==> src/rtl/mtc_pkg.sv <==
package mtc_pkg;

   typedef enum logic [1:0] {
      MODE_OFF   = 2'b00,
      MODE_EVENT = 2'b01,
      MODE_TIMER = 2'b10,
      MODE_PULSE = 2'b11
   } mtc_mode_e;

   typedef enum logic [1:0] {
      SRC_SYS     = 2'd0,
      SRC_SYS_DIV = 2'd1,
      SRC_RTC     = 2'd2,
      SRC_TBASE   = 2'd3
   } mtc_src_e;

   localparam logic [1:0] REG_CTRL    = 2'd0;
   localparam logic [1:0] REG_PRELOAD = 2'd1;
   localparam logic [1:0] REG_COUNT   = 2'd2;
   localparam logic [1:0] REG_STATUS  = 2'd3;

   localparam int CTRL_BITS     = 8;
   localparam int CTRL_EN       = 4;
   localparam int CTRL_EVT_FALL = 3;
   localparam int CTRL_PW_HIGH  = 2;

   typedef struct packed {
      mtc_mode_e mode;
      logic      enable;
      logic      evt_fall;
      logic      pw_high;
   } mtc_ctrl_t;

   function automatic logic [CTRL_BITS-1:0] ctrl_pack(input mtc_ctrl_t c);
      logic [CTRL_BITS-1:0] b;
      b                = '0;
      b[7:6]           = c.mode;
      b[CTRL_EN]       = c.enable;
      b[CTRL_EVT_FALL] = c.evt_fall;
      b[CTRL_PW_HIGH]  = c.pw_high;
      return b;
   endfunction

   function automatic mtc_ctrl_t ctrl_unpack(input logic [CTRL_BITS-1:0] b);
      mtc_ctrl_t c;
      c.mode     = mtc_mode_e'(b[7:6]);
      c.enable   = b[CTRL_EN];
      c.evt_fall = b[CTRL_EVT_FALL];
      c.pw_high  = b[CTRL_PW_HIGH];
      return c;
   endfunction

endpackage

==> src/rtl/mtc_sync_pair.sv <==
module mtc_sync_pair #(
   parameter int STAGES = 2
) (
   input  logic clk,
   input  logic rst_n,
   input  logic din,
   output logic level,
   output logic level_d
);

   if (STAGES < 2) begin : g_bad_stages
      $error("mtc_sync_pair: STAGES must be at least 2");
   end

   logic [STAGES-1:0] stg_q;

   always_ff @(posedge clk or negedge rst_n) begin
      if (!rst_n) begin
         stg_q   <= '0;
         level_d <= 1'b0;
      end else begin
         stg_q   <= {stg_q[STAGES-2:0], din};
         level_d <= stg_q[STAGES-1];
      end
   end

   assign level = stg_q[STAGES-1];

endmodule

==> src/rtl/mtc_tick_gen.sv <==
module mtc_tick_gen
   import mtc_pkg::*;
#(
   parameter int DIV    = 4,
   parameter int STAGES = 2
) (
   input  logic       clk,
   input  logic       rst_n,
   input  logic [1:0] src_sel,
   input  logic       rtc_in,
   input  logic       tbase_in,
   output logic       tick
);

   if (DIV < 1) begin : g_bad_div
      $error("mtc_tick_gen: DIV must be at least 1");
   end

   logic rtc_lvl, rtc_lvl_d, tb_lvl, tb_lvl_d;
   logic rtc_fall, tb_fall, div_tick;

   mtc_sync_pair #(.STAGES(STAGES)) u_rtc_sync (
      .clk     (clk),
      .rst_n   (rst_n),
      .din     (rtc_in),
      .level   (rtc_lvl),
      .level_d (rtc_lvl_d)
   );

   mtc_sync_pair #(.STAGES(STAGES)) u_tb_sync (
      .clk     (clk),
      .rst_n   (rst_n),
      .din     (tbase_in),
      .level   (tb_lvl),
      .level_d (tb_lvl_d)
   );

   assign rtc_fall = rtc_lvl_d & ~rtc_lvl;
   assign tb_fall  = tb_lvl_d & ~tb_lvl;

   if (DIV == 1) begin : g_div_bypass
      assign div_tick = 1'b1;
   end else begin : g_div_count
      localparam int DW = $clog2(DIV);
      localparam logic [DW-1:0] LAST = DW'(DIV - 1);
      logic [DW-1:0] dcnt_q;
      always_ff @(posedge clk or negedge rst_n) begin
         if (!rst_n)              dcnt_q <= '0;
         else if (dcnt_q == LAST) dcnt_q <= '0;
         else                     dcnt_q <= dcnt_q + 1'b1;
      end
      assign div_tick = (dcnt_q == LAST);
   end

   always_comb begin
      case (mtc_src_e'(src_sel))
         SRC_SYS:     tick = 1'b1;
         SRC_SYS_DIV: tick = div_tick;
         SRC_RTC:     tick = rtc_fall;
         SRC_TBASE:   tick = tb_fall;
         default:     tick = 1'b0;
      endcase
   end

endmodule

==> src/rtl/mtc_count_core.sv <==
module mtc_count_core #(
   parameter int WIDTH = 8
) (
   input  logic             clk,
   input  logic             rst_n,
   input  logic             inc,
   input  logic             load,
   input  logic [WIDTH-1:0] load_val,
   input  logic [WIDTH-1:0] preload,
   output logic [WIDTH-1:0] count,
   output logic             wrap
);

   localparam logic [WIDTH-1:0] FULL = '1;

   assign wrap = inc && !load && (count == FULL);

   always_ff @(posedge clk or negedge rst_n) begin
      if (!rst_n)             count <= '0;
      else if (load)          count <= load_val;
      else if (inc) begin
         if (count == FULL)   count <= preload;
         else                 count <= count + 1'b1;
      end
   end

endmodule

==> src/rtl/mtc_top.sv <==
module mtc_top
   import mtc_pkg::*;
#(
   parameter int WIDTH       = 8,
   parameter int SYNC_STAGES = 2,
   parameter int SYS_DIV     = 4
) (
   input  logic             clk,
   input  logic             rst_n,
   input  logic             ext_in,
   input  logic             rtc_in,
   input  logic             tbase_in,
   input  logic [1:0]       src_sel,
   input  logic             wr_en,
   input  logic [1:0]       wr_addr,
   input  logic [WIDTH-1:0] wr_data,
   input  logic [1:0]       rd_addr,
   output logic [WIDTH-1:0] rd_data,
   input  logic             irq_en,
   input  logic             irq_clr,
   output logic             irq_req
);

   if (WIDTH < CTRL_BITS) begin : g_bad_width
      $error("mtc_top: WIDTH must be at least the control register width");
   end

   mtc_ctrl_t        ctrl_q;
   logic [WIDTH-1:0] preload_q;
   logic [WIDTH-1:0] count_q;
   logic             irq_q;
   logic             pw_active_q;

   logic wr_ctrl, wr_preload, wr_count;
   assign wr_ctrl    = wr_en && (wr_addr == REG_CTRL);
   assign wr_preload = wr_en && (wr_addr == REG_PRELOAD);
   assign wr_count   = wr_en && (wr_addr == REG_COUNT);

   always_ff @(posedge clk or negedge rst_n) begin
      if (!rst_n) begin
         ctrl_q    <= '0;
         preload_q <= '0;
      end else begin
         if (wr_ctrl)    ctrl_q    <= ctrl_unpack(wr_data[CTRL_BITS-1:0]);
         if (wr_preload) preload_q <= wr_data;
      end
   end

   // external pin: synchronize, then compare with the previous level
   logic ext_lvl, ext_lvl_d, ext_rise, ext_fall;

   mtc_sync_pair #(.STAGES(SYNC_STAGES)) u_ext_sync (
      .clk     (clk),
      .rst_n   (rst_n),
      .din     (ext_in),
      .level   (ext_lvl),
      .level_d (ext_lvl_d)
   );

   assign ext_rise = ext_lvl & ~ext_lvl_d;
   assign ext_fall = ~ext_lvl & ext_lvl_d;

   logic evt_hit, pw_start, pw_stop;
   assign evt_hit  = ctrl_q.evt_fall ? ext_fall : ext_rise;
   assign pw_start = ctrl_q.pw_high  ? ext_rise : ext_fall;
   assign pw_stop  = ctrl_q.pw_high  ? ext_fall : ext_rise;

   always_ff @(posedge clk or negedge rst_n) begin
      if (!rst_n)                         pw_active_q <= 1'b0;
      else if (ctrl_q.mode != MODE_PULSE) pw_active_q <= 1'b0;
      else if (pw_start)                  pw_active_q <= 1'b1;
      else if (pw_stop)                   pw_active_q <= 1'b0;
   end

   logic tick;

   mtc_tick_gen #(.DIV(SYS_DIV), .STAGES(SYNC_STAGES)) u_tick (
      .clk      (clk),
      .rst_n    (rst_n),
      .src_sel  (src_sel),
      .rtc_in   (rtc_in),
      .tbase_in (tbase_in),
      .tick     (tick)
   );

   logic inc;
   always_comb begin
      inc = 1'b0;
      if (ctrl_q.enable) begin
         case (ctrl_q.mode)
            MODE_EVENT: inc = evt_hit;
            MODE_TIMER: inc = tick;
            MODE_PULSE: inc = pw_active_q && tick;
            default:    inc = 1'b0;
         endcase
      end
   end

   logic cnt_load, cnt_wrap;
   assign cnt_load = wr_count || (wr_preload && !ctrl_q.enable);

   mtc_count_core #(.WIDTH(WIDTH)) u_count (
      .clk      (clk),
      .rst_n    (rst_n),
      .inc      (inc),
      .load     (cnt_load),
      .load_val (wr_data),
      .preload  (preload_q),
      .count    (count_q),
      .wrap     (cnt_wrap)
   );

   always_ff @(posedge clk or negedge rst_n) begin
      if (!rst_n)                  irq_q <= 1'b0;
      else if (cnt_wrap && irq_en) irq_q <= 1'b1;
      else if (irq_clr)            irq_q <= 1'b0;
   end

   assign irq_req = irq_q;

   always_comb begin
      rd_data = '0;
      case (rd_addr)
         REG_CTRL:    rd_data[CTRL_BITS-1:0] = ctrl_pack(ctrl_q);
         REG_PRELOAD: rd_data = preload_q;
         REG_COUNT:   rd_data = count_q;
         REG_STATUS:  rd_data[0] = irq_q;
         default:     rd_data = '0;
      endcase
   end

endmodule

==> config.mk <==
export PLATFORM = sky130hd
export DESIGN_NAME = mtc_top
export DESIGN_NICKNAME = d
export VERILOG_FILES = /design/src/rtl/mtc_pkg.sv /design/src/rtl/mtc_sync_pair.sv /design/src/rtl/mtc_tick_gen.sv /design/src/rtl/mtc_count_core.sv /design/src/rtl/mtc_top.sv
export SDC_FILE = /design/constraint.sdc
export NUM_CORES = 1
export LEC_CHECK = 0
export ABC_CLOCK_PERIOD_IN_PS = 2050
export BUFFER_PORTS_ARGS = -buffer_cell sky130_fd_sc_hd__buf_4
export CORE_MARGIN = 2
export CORE_UTILIZATION = 55
export DETAILED_ROUTE_END_ITERATION = 10
export GPL_TIMING_DRIVEN = 1
export PLACE_DENSITY = 0.79
export SYNTH_ARGS = -nofsm -noshare
export SYNTH_HDL_FRONTEND = slang
export SYNTH_SLANG_ARGS = --single-unit
==> constraint.sdc <==
create_clock -name clk -period 2.05 [get_ports clk]
set_input_delay 0.615 -clock clk [delete_from_list [all_inputs] [get_ports clk]]
set_output_delay 0.615 -clock clk [all_outputs]
set_load 0.01 [all_outputs]
After elaboration in Yosys (flattened, before gate mapping)
Cells that the tools add are included.

RAM bits: 0. Memories kept: 0. Register bits: 34. Latch bits: 0. Output and inout port bits: 9. Logic and storage cells: 73. ROM bits: 0.

Reductions and logical operators: 17. Equality and inequality tests: 14. Bitwise logic cells: 8. $add $sub $neg: 2. Multipliers: 0. Magnitude comparators: 0. Shift-type cells: 0. Mux-type cells: 17. Divide/modulo/power cells: 0.

Operator list (count): two-way mux 8 bit (3); one-hot mux 7 bit (3 select lines) (1); equality test 2 bit (second input constant) (8); two-way mux 1 bit (9); adder 8 x 1 -> 8 bit (second input constant) (1); equality test 2 x 1 -> 1 bit (second input constant) (4); equality test 8 bit (second input constant) (1); logical AND 1 bit (8); one-hot mux 1 bit (4 select lines) (2); logical NOT 2 bit (3); AND 1 bit (4); NOT 1 bit (4); nonzero test 2 bit (2); one-hot mux 1 bit (3 select lines) (1); nonzero test 3 bit (1); adder 2 x 1 -> 2 bit (second input constant) (1); logical NOT 1 bit (2); two-way mux 2 bit (1); inequality test 2 bit (second input constant) (1); logical OR 1 bit (1).

Depth between registers and ports, before layout
Depth after elaboration: 10. Depth in mapped cells: 7. Gate-level depth less buffers: 6.

Modules after synthesis
From an unflattened synthesis, not the netlist that was laid out.

Cells, all modules: 160. Area total of the unflattened synthesis: 1742.9 um^2.

Modules (own cells, without submodules): mtc_top (times used 1, area each 817.0 um^2, cells an instance 72); mtc_count_core (times used 1, area each 599.3 um^2, cells an instance 71); mtc_sync_pair (times used 3, area each 75.1 um^2, cells an instance 3); mtc_tick_gen (times used 1, area each 101.3 um^2, cells an instance 8).

Least setup slack after synthesis
OpenSTA, ideal clock, no wires.

Path kind: input to output. Start point: in rd_addr[0]. End point: out rd_data[1]. Path slack: 0.005 ns. Data arrival time: 1.430 ns. Stages: 4. Required time: 1.435 ns. Path buffers: 2. Cell sequence: clkbuf_1 > nor2b_1 > clkbuf_1 > a22o_1.

Longest elaborated chain between the ends: 2. Elaborated cells on any way between the ends: 4. Those cells by class: eq/ne: 2; mux: 1; reduce/logical: 1.

RTL lines: start: declaration (RTL line mtc_top.sv:17) `input logic [1:0] rd_addr,`; equality test 2 bit, or another cell as far along (RTL line mtc_top.sv:123) `case (rd_addr)`; one-hot mux 7 bit (3 select lines) * (RTL line mtc_top.sv:123); end: declaration (RTL line mtc_top.sv:18) `output logic [WIDTH-1:0] rd_data,`.

Every way passes the cells marked *; elsewhere a longest branch is shown, timed or not.

Final worst setup path
Start point: in rd_addr[1]. End point: out rd_data[5].

Same word-level chain as after synthesis.

==> summary.txt <==
Run status
  – Outcome: complete, no violations

Finish
  – Fillers: about 240
  – Synth-to-layout area growth: 21.50%
  – Most common library cell in the layout ignoring fill and taps: sky130_fd_sc_hd__buf_4
  – Ant diodes: 0
  – Final cell count without fillers: around 240
  – Share of layout cells above drive strength 1: 34.85%
  – Commonest cells after routing, fill and taps aside: sky130_fd_sc_hd__buf_4 (39), sky130_fd_sc_hd__dfrtp_1 (34), sky130_fd_sc_hd__nand2_1 (17), sky130_fd_sc_hd__mux2_2 (13), sky130_fd_sc_hd__mux2i_1 (11)
  – Net count, final: about 220
  – Final instance area: about 0.0021 mm²

Timing
  – Worst hold-check slack: 0.1850 ns
  – Worst clock skew: 0.01464 ns
  – Post-route fraction of the period consumed by the critical path: between 90% and 100%
  – Minimum clock period: 2.003 ns
  – Transition time at the pin with the least slew margin: between 0.5 and 0.6 ns
  – Maximum clock frequency: around 0.50 GHz
  – Slew HR: between 60% and 70%
  – Worst setup slack after layout: about 0.047 ns
  – Final Max Tran Viols: 0
  – Setup repair after global routing missed its margin: no
  – Setup-violating endpoint count in the final report: 0
  – Aggregate negative setup slack: 0 ns
  – Hold Vio Cnt, Final: 0

Synth
  – Share of synthesized flip-flops with an asynchronous set or reset: 100.0%
  – Number of enable-type register cells in the synthesized netlist: 0
  – Number of flip-flops and latches in the synthesized netlist: 34
  – Average instance area after synthesis: approximately 11 µm²
  – Area share of the largest cell type after synthesis: around 48%
  – Nets in the synthesized netlist: about 180
  – Largest area contributor in the netlist: sky130_fd_sc_hd__dfrtp_1
  – Sequential fraction of the synthesis area: between 40 and 50%
  – Leading cell types by total area after synthesis: sky130_fd_sc_hd__dfrtp_1 (48%), sky130_fd_sc_hd__mux2_2 (8.3%), sky130_fd_sc_hd__mux2i_1 (6.2%)
  – Synthesized instance count: 159
  – Most used flip-flop cell after synthesis: sky130_fd_sc_hd__dfrtp_1
  – Mapped cell area: between 0.0015 and 0.002 mm²
  – Warning count from the yosys run: 0
  – Number of library cell types mapped by synthesis: 41

Die
  – Ports placed on the boundary: 31
  – Die Y: approximately 60 µm
  – Initial Utilization: between 50% and 60%
  – Number of placement rows: 20
  – Die X-Extent: ~60 µm
  – Die Outline Area: roughly 0.0037 mm²
  – Core Area: 0.003053 mm²

Power and ir drop
  – Net switching share of the total power: between 30% and 40%
  – Max VDD drop: about 0.00061 V
  – Switching power: between 0.6 and 0.7 mW
  – Internal power: roughly 1.3 mW
  – Gate power share: a little under a third
  – Share of total power in sequential cells: about half
  – Clock power frac: between 20% and 30%
  – Power per cell area: between 800 and 900 mW/mm²
  – Leakage Power: 0.9422 nW

Clock network
  – Postcts setup bufs: 0
  – Max clock buf depth: 2
  – Clk root buf: sky130_fd_sc_hd__clkbuf_4
  – CTS tree: done
  – H-tree depth reported by CTS: 2
  – Clock-pin slew on the worst setup and hold paths: roughly 0.12 ns
  – Clock buffer count from CTS: 5
  – Worst-Skew Late Latency: about 0.35 ns
  – CTS sink count: 34

Drt
  – Routed wirelength normalized by instance count: 16.40 µm
  – Remaining routing DRC violations: 0
  – Vias: between 1000 and 1500
  – Post-Route WL: 3969 µm
  – Vias per std cell: 5.864
  – DRT antenna net count: 0
  – DR pass1 iterations: 4
  – Violation count after the first detailed-routing iteration: 94

Placement
  – Instance count after placement with tap cells included: between 200 and 250
  – Place WS: 0.04068 ns
  – Count of input and output buffers: 30
  – Post-detailed-placement half-perimeter wirelength: 2970 µm
  – Instance area at placement: between 0.002 and 0.0025 mm²
  – RD Place Congestion: between 0.9 and 1

GRT
  – Vias in the first global route: around 1400
  – Global-route wire length before repair: between 6000 and 7000 µm
  – Global Route Usage Sum: about 25%
  – Remaining global-route overflow: 0
  – Pin count of the biggest net entering global routing: 35
  – Number of antenna violations at the first check in global routing: 0

Worst setup path
  – Required arrival time at the worst endpoint: between 1 and 1.5 ns
  – Critical path class: in2out
  – Startpoint type of the worst setup path: primary input
  – Crit-path max FO: 8
  – Kind of end point of the critical path: output pin
  – Worst R2R Setup Slack: roughly 0.17 ns
  – Depth of the worst register-to-register path: 6
  – Crit path arrival time: 1.39 ns

Hold path
  – Path type of the worst min-delay path: in2async

Job
  – Max-cap violations: 0
-- power by group through the flow --
| stage | clock network, mW | logic [mW] | registers (mW) |
|---|---|---|---|
| after floorplan | 0 | 0.396 | 0.902 |
| after global placement | 0 | 0.553 | 0.951 |
| after detailed placement | 0 | 0.573 | 0.956 |
| after CTS | 0.403 | 0.575 | 0.944 |
| after global routing | 0.432 | 0.643 | 0.971 |
| final | 0.395 | 0.583 | 0.947 |
-- per-layer routing --
| layer | GRT usage (%) | vias to the layer above | share of wire [%] |
|---|---|---|---|
| met2 | 42.86 | 32 | 53 |
| met4 | 11.49 | 0 | 2.3 |
| met1 | 28.37 | 710 | 40 |
| met5 | 0 | - | 0 |
| li1 | - | 666 | - |
| met3 | 6.823 | 11 | 4.6 |
-- cell families (layout without fill, tap and decap cells) --
group,Yosys count,in the layout,share of synthesized area (%)
simple gates,51,51,15.33
fa+ha+maj,2,2,1.419
buf+inv,15,54,4.329
mux,24,24,14.55
flops,34,34,48.26
xor+xnor,1,1,0.4969
compound gates,32,32,15.61
-- registers in the layout, summed over array words and instances, names as in the netlist --
name and count:
irq_req 1, u_tick.g_div_count.dcnt_q 2, u_tick.u_tb_sync.level_d 1, ctrl_q 5, u_tick.u_rtc_sync.level_d 1, preload_q 8
u_ext_sync.stg_q 2, u_count.count 8, u_tick.u_rtc_sync.stg_q 2, pw_active_q 1, u_ext_sync.level_d 1, u_tick.u_tb_sync.stg_q 2
-- cells in the mapped netlist, types with 2 or more instances --
| cell | number |
|---|---|
| sky130_fd_sc_hd__dfrtp_1 | 34 |
| sky130_fd_sc_hd__nand2_1 | 17 |
| sky130_fd_sc_hd__mux2_2 | 13 |
| sky130_fd_sc_hd__mux2i_1 | 11 |
| sky130_fd_sc_hd__nor3_1 | 8 |
| sky130_fd_sc_hd__a221o_1 | 7 |
| sky130_fd_sc_hd__inv_1 | 6 |
| sky130_fd_sc_hd__o21ai_0 | 6 |
| sky130_fd_sc_hd__nand3_1 | 5 |
| sky130_fd_sc_hd__clkbuf_1 | 4 |
| sky130_fd_sc_hd__nor2_1 | 4 |
| sky130_fd_sc_hd__a21oi_1 | 3 |
| sky130_fd_sc_hd__a22o_1 | 3 |
| sky130_fd_sc_hd__nand3b_1 | 3 |
| sky130_fd_sc_hd__nor2b_1 | 3 |
| sky130_fd_sc_hd__a2111oi_0 | 2 |
| sky130_fd_sc_hd__and2_1 | 2 |
| sky130_fd_sc_hd__buf_6 | 2 |
| sky130_fd_sc_hd__ha_1 | 2 |
| sky130_fd_sc_hd__nand4_1 | 2 |
| sky130_fd_sc_hd__nor3b_1 | 2 |
-- worst paths after layout --
check / start / to
max: rd_addr[1] / rd_data[5]
min: rst_n / preload_q[0]
max reg2reg: u_ext_sync.stg_q[1] / u_count.count[4]
min reg2reg: u_ext_sync.stg_q[0] / u_ext_sync.stg_q[1]
max in group asynchronous: rst_n / ctrl_q[2]
min in group clk: u_ext_sync.stg_q[0] / u_ext_sync.stg_q[1]
-- critical path: stages --
cell                      delay (ns)
sky130_fd_sc_hd__buf_4          0.15
sky130_fd_sc_hd__nor2b_4        0.13
sky130_fd_sc_hd__buf_4          0.13
sky130_fd_sc_hd__a22o_1         0.22
sky130_fd_sc_hd__buf_4          0.14
-- final cells by class --
type | instances | area (µm²) | share of cell area, %
clock buffer | 6 | 51.30 | 2.395
clock inverter | 2 | 12.51 | 0.5841
inverter | 6 | 22.52 | 1.051
multi-input combinational | 110 | 845.8 | 39.49
sequential | 34 | 850.8 | 39.72
tap | 44 | 55.05 | 2.570
timing repair buffer | 40 | 304.0 | 14.19
-- repair_timing --
| item | 4_1_cts | 5_1_grt |
|---|---|---|
| hold endpoints to repair | 0 | 0 |
| gates resized for setup | 0 | 5 |
| setup endpoints to repair | 0 | 5 |
| hold buffers | 0 | 0 |
-- metrics by stage --
step	utilization (%)	total power [mW]
finish	70.16	1.925
global route	70.16	2.047
CTS	69.71	1.921
detailed placement	67.62	1.528
global placement	67.62	1.505
floorplan	-	1.299
Power figures use the tool's default switching activity.
